`config.mk`:
```
export PLATFORM = sky130hd
export DESIGN_NAME = resv_monitor
export DESIGN_NICKNAME = d
export VERILOG_FILES = /design/src/rtl/resv_pkg.sv /design/src/rtl/resv_slot.sv /design/src/rtl/resv_scan.sv /design/src/rtl/resv_monitor.sv
export SDC_FILE = /design/constraint.sdc
export NUM_CORES = 1
export LEC_CHECK = 0
export ABC_AREA = 1
export BUFFER_PORTS_ARGS = -buffer_cell sky130_fd_sc_hd__buf_2
export CORE_MARGIN = 5
export CORE_UTILIZATION = 44
export DETAILED_ROUTE_END_ITERATION = 10
export MAX_ROUTING_LAYER = met4
export REMOVE_ABC_BUFFERS = 1
export SLEW_MARGIN = 20
export SYNTH_ARGS = -nofsm -noshare
export SYNTH_HDL_FRONTEND = slang
export SYNTH_SLANG_ARGS = --single-unit
```
`constraint.sdc`:
```
create_clock -name clk -period 1.8 [get_ports clk]
set_clock_uncertainty 0.15 [all_clocks]
set_input_delay 0.18 -clock clk [delete_from_list [all_inputs] [get_ports clk]]
set_output_delay 0.18 -clock clk [all_outputs]
set_load 0.02 [all_outputs]
```
`src/rtl/resv_pkg.sv`:
```
package resv_pkg;

  typedef enum logic {
    WR_PLAIN = 1'b0,
    WR_COND  = 1'b1
  } wr_kind_e;

  // Outcome of a write given whether the requester still owns a matching slot.
  function automatic logic store_verdict(input wr_kind_e kind, input logic own_hit);
    return (kind == WR_PLAIN) ? 1'b1 : own_hit;
  endfunction

endpackage

```
`src/rtl/resv_slot.sv`:
```
module resv_slot #(
  parameter int TAG_W = 29
) (
  input  logic             clk,
  input  logic             rst,
  input  logic             set_en,
  input  logic [TAG_W-1:0] set_tag,
  input  logic             wr_valid,
  input  logic [TAG_W-1:0] wr_tag,
  output logic             vld,
  output logic             hit
);

  logic [TAG_W-1:0] tag_q;

  assign hit = vld && (tag_q == wr_tag);

  always_ff @(posedge clk) begin
    if (rst) begin
      vld   <= 1'b0;
      tag_q <= '0;
    end else if (set_en) begin
      vld   <= 1'b1;
      tag_q <= set_tag;
    end else if (wr_valid && hit) begin
      vld <= 1'b0;
    end
  end

endmodule

```
`src/rtl/resv_scan.sv`:
```
module resv_scan #(
  parameter int N_CTX = 4,
  parameter int CTX_W = 2
) (
  input  logic [N_CTX-1:0] hit_vec,
  input  logic             wr_valid,
  input  logic             wr_cond,
  input  logic [CTX_W-1:0] wr_ctx,
  output logic             own_hit,
  output logic             wr_ok
);

  import resv_pkg::*;

  always_comb begin
    own_hit = 1'b0;
    for (int i = 0; i < N_CTX; i++) begin
      if (wr_ctx == CTX_W'(i) && hit_vec[i]) own_hit = 1'b1;
    end
  end

  assign wr_ok = wr_valid && store_verdict(wr_kind_e'(wr_cond), own_hit);

endmodule

```
`src/rtl/resv_monitor.sv`:
```
module resv_monitor #(
  parameter int N_CTX    = 4,
  parameter int ADDR_W   = 32,
  parameter int GRAN_LOG2 = 3,
  localparam int CTX_W   = $clog2(N_CTX),
  localparam int TAG_W   = ADDR_W - GRAN_LOG2
) (
  input  logic              clk,
  input  logic              rst,
  input  logic              ll_valid,
  input  logic [CTX_W-1:0]  ll_ctx,
  input  logic [ADDR_W-1:0] ll_addr,
  input  logic              wr_valid,
  input  logic [CTX_W-1:0]  wr_ctx,
  input  logic [ADDR_W-1:0] wr_addr,
  input  logic              wr_cond,
  output logic              wr_ok
);

  function automatic logic [TAG_W-1:0] granule(input logic [ADDR_W-1:0] a);
    return a[ADDR_W-1:GRAN_LOG2];
  endfunction

  logic [TAG_W-1:0] ll_tag;
  logic [TAG_W-1:0] wr_tag;
  logic [N_CTX-1:0] ll_sel;
  logic [N_CTX-1:0] vld_vec;
  logic [N_CTX-1:0] hit_vec;
  logic             own_hit;

  assign ll_tag = granule(ll_addr);
  assign wr_tag = granule(wr_addr);

  for (genvar i = 0; i < N_CTX; i++) begin : g_slot
    assign ll_sel[i] = ll_valid && (ll_ctx == CTX_W'(i));

    resv_slot #(.TAG_W(TAG_W)) u_slot (
      .clk      (clk),
      .rst      (rst),
      .set_en   (ll_sel[i]),
      .set_tag  (ll_tag),
      .wr_valid (wr_valid),
      .wr_tag   (wr_tag),
      .vld      (vld_vec[i]),
      .hit      (hit_vec[i])
    );
  end

  resv_scan #(.N_CTX(N_CTX), .CTX_W(CTX_W)) u_scan (
    .hit_vec  (hit_vec),
    .wr_valid (wr_valid),
    .wr_cond  (wr_cond),
    .wr_ctx   (wr_ctx),
    .own_hit  (own_hit),
    .wr_ok    (wr_ok)
  );

endmodule

```
==> summary.txt <==
Global routing
  – Largest net degree at the start of global routing: 43
  – Vias in the first global route: 5487
  – Initial antenna violation count: 0
  – Gr usage total: a little over a fifth
  – First-pass GRT wire length: between 20000 and 30000 µm
  – Grt total ovfl: 0

Worst setup path
  – CP startpoint kind: register
  – Critical Path Sink Type: output port
  – R2R Setup Slk: between 300 and 400 ps
  – Worst setup path category: reg -> out
  – WP data arrival: approximately 1800 ps
  – WP data required: 1470 ps
  – CP max FO: 2

Power
  – Flop pwr share: around two fifths
  – Clock power frac: between 40% and 50%
  – Sw Ratio: around a quarter
  – Gate power share: ~13%
  – Power density over the cells: around 910 nW/µm²
  – Int Pwr: around 5200 µW
  – Peak supply drop: 584.0 µV
  – Switch Pwr: about 1700 µW
  – LEAKAGE: about 0.0028 µW

Timing
  – Setup TNS: -370.5 ps
  – Hold Fails Final Rpt: 0
  – Endpoints failing setup: 1
  – Smallest hold slack: 19.50 ps
  – Max Freq: between 400 and 500 MHz
  – Fin crit share: 120.6%
  – Final WS setup: -370.5 ps
  – Pins over their slew limit: 0
  – Worst slew margin: 69.46%
  – Least-Margin Pin Slew: about 460 ps
  – RSZ-0062 raised after global routing: true
  – Crit path time final: roughly 2200 ps

Synthesis
  – Top post-synthesis cells by area: dfxtp_1 40%, nand2_1 19%, xnor2_1 11%
  – Post-synth ARST share: 0%
  – Number of synthesized flops with an enable pin: 0
  – Yosys reg bits: 120
  – Unique masters post-synth: 23
  – Synth top area share: roughly two fifths
  – Post-Synthesis Cell Area: about 6000 µm²
  – Cell accounting for the most synthesized area: dfxtp_1
  – Count leader, synth: nand2_1
  – Sequential share of the synthesized area: approximately two fifths
  – Syn avg cell area: 7.144 µm²
  – Ys flop type: dfxtp_1
  – Synth warn: 0
  – Synthesized instance count: between 800 and 900
  – Most frequent cells after synthesis: 300 x nand2_1, 120 x dfxtp_1, 100 x a21oi_1

Floorplan
  – CORE AREA: between 10000 and 15000 µm²
  – IO Count: 74
  – Die height: 127.1 µm
  – # rows: 42
  – Die area: 16140 µm²
  – Initial Util: a little under half
  – Die width: 127.1 µm

Status
  – Failing checks: negative setup slack
  – Status: finished with violations

Finish
  – Area Overhead vs Synth: 24.20%
  – Layout fillers: about 1.3k
  – Share of layout cells above drive strength 1: between 10% and 20%
  – Antenna diodes: 0
  – Final core utilization: ~56%
  – Nets@finish: roughly 1.0k
  – Post-Layout Cell Count: 1117

Clock network
  – TritonCTS clock tree: yes
  – Clock buffer count from CTS: 17
  – Clock-pin transition on the worst setup and hold timing paths: 50 ps
  – Sink Count: 120
  – H-tree depth: 4
  – Root Driver: clkbuf_16
  – CTS Buffer Depth: 2
  – Later-pin clock latency in the skew report: between 400 and 500 ps

Placement
  – Placed cell count: around 1.1k
  – HPWL Detailed: ~11000 µm
  – Post-Place Setup Slack: -6.448 ps
  – GPL Wtd Cong: around 0.86
  – # port buffers: between 60 and 70

Routing
  – Routed Antenna Nets: 0
  – DRT iter0 DRCs: between 300 and 400
  – DR vias: between 5k and 6k
  – Routed wire length: ~16000 µm
  – DRC viols: 0
  – Routed vias/inst: roughly 5.0
  – Drt pass-1 iters: 5
  – Routed wire per std cell: between 10 and 15 µm

Worst hold path
  – Hold Path Class: in -> reg

Job
  – Max_cap viols: 0
worst max-delay path, stage by stage, from the launching register on:
cell     delay, ps
dfxtp_2        310
or2_1          230
a21oi_2        200
nand3_2        130
nor2_4         130
nand3_2         70
nand2_2         90
nor2_4          40
nor2_2         100
buf_6          130
power groups by stage:
stage          Sequential (µW)  Clock [µW]  Combinational, µW
4_1_cts                   2820        3220                842
6_report                  2820        3160                851
3_5_place_dp              2870           0                771
3_3_place_gp              2870           0                753
5_1_grt                   2830        3360                943
2_1_floorplan             2860           0                405
metal layers:
layer / track usage, % / vias up / wire [µm]
met5: - / - / 0
met4: 8.454 / 0 / 299
met3: 5.509 / 32 / 927
met2: 32.97 / 146 / 7544
met1: 26.45 / 2531 / 7448
li1: - / 2841 / -
sequential cells by signal, indices dropped and copies added, names as in the netlist:
register,count
g_slot.u_slot.tag_q,116
g_slot.u_slot.vld,4
metrics by stage:
step           total power [µW]  cell area, µm²
2_1_floorplan              3267            5731
3_3_place_gp               3622            6474
3_5_place_dp               3644            6474
4_1_cts                    6880            7412
5_1_grt                    7133            7488
6_report                   6835            7488
repair_timing:
action,in CTS,in global routing
gates resized for setup,15,21
buffers inserted,1,1
hold endpoints to repair,120,0
setup endpoints to repair,1,26
hold buffers,33,0
cloned,0,0
pin swaps,23,16
layout by cell type (no fill, tap or decap), drive strengths merged:
| cell type | instances |
|---|---|
| nand2 | 301 |
| dfxtp | 120 |
| a21oi | 102 |
| buf | 87 |
| xnor2 | 76 |
| nor2 | 68 |
| inv | 43 |
| dlygate4sd3 | 33 |
| clkbuf | 30 |
| nand3 | 22 |
| a211oi | 20 |
| nand4 | 18 |
| xor2 | 12 |
| or2 | 8 |
| clkinv | 1 |
logic make-up (layout without fill, tap and decap cells):
group | count (synthesis) | in the layout | synth area share, %
xor gates and xnor gates | 88 | 88 | 12.78
and+or+nand+nor | 417 | 417 | 28.41
buffers and inverters | 97 | 194 | 7.636
AOI/OAI and AO/OA | 122 | 122 | 11.33
DFF | 120 | 120 | 39.84
path summary, 6_finish.rpt:
kind / start / endpoint / depth (start not counted)
worst max-delay path: g_slot[2].u_slot.tag_q[7] / wr_ok / 9
worst min-delay path: rst / g_slot[0].u_slot.tag_q[7] / 2
worst max register to register: g_slot[2].u_slot.tag_q[7] / g_slot[2].u_slot.vld / 7
worst min register to register: g_slot[0].u_slot.vld / g_slot[0].u_slot.vld / 2
area by class of cell:
type                       instances  area [µm²]  area share (%)
clock buffer                      30       554.3           7.402
clock inverter                     1       5.005         0.06683
inverter                          43       166.4           2.222
multi-input combinational        627        3259           43.53
sequential                       120        2409           32.16
tap                              176       220.2           2.941
timing repair buffer             120       874.6           11.68
No activity file was read; power rests on OpenSTA's default activity.
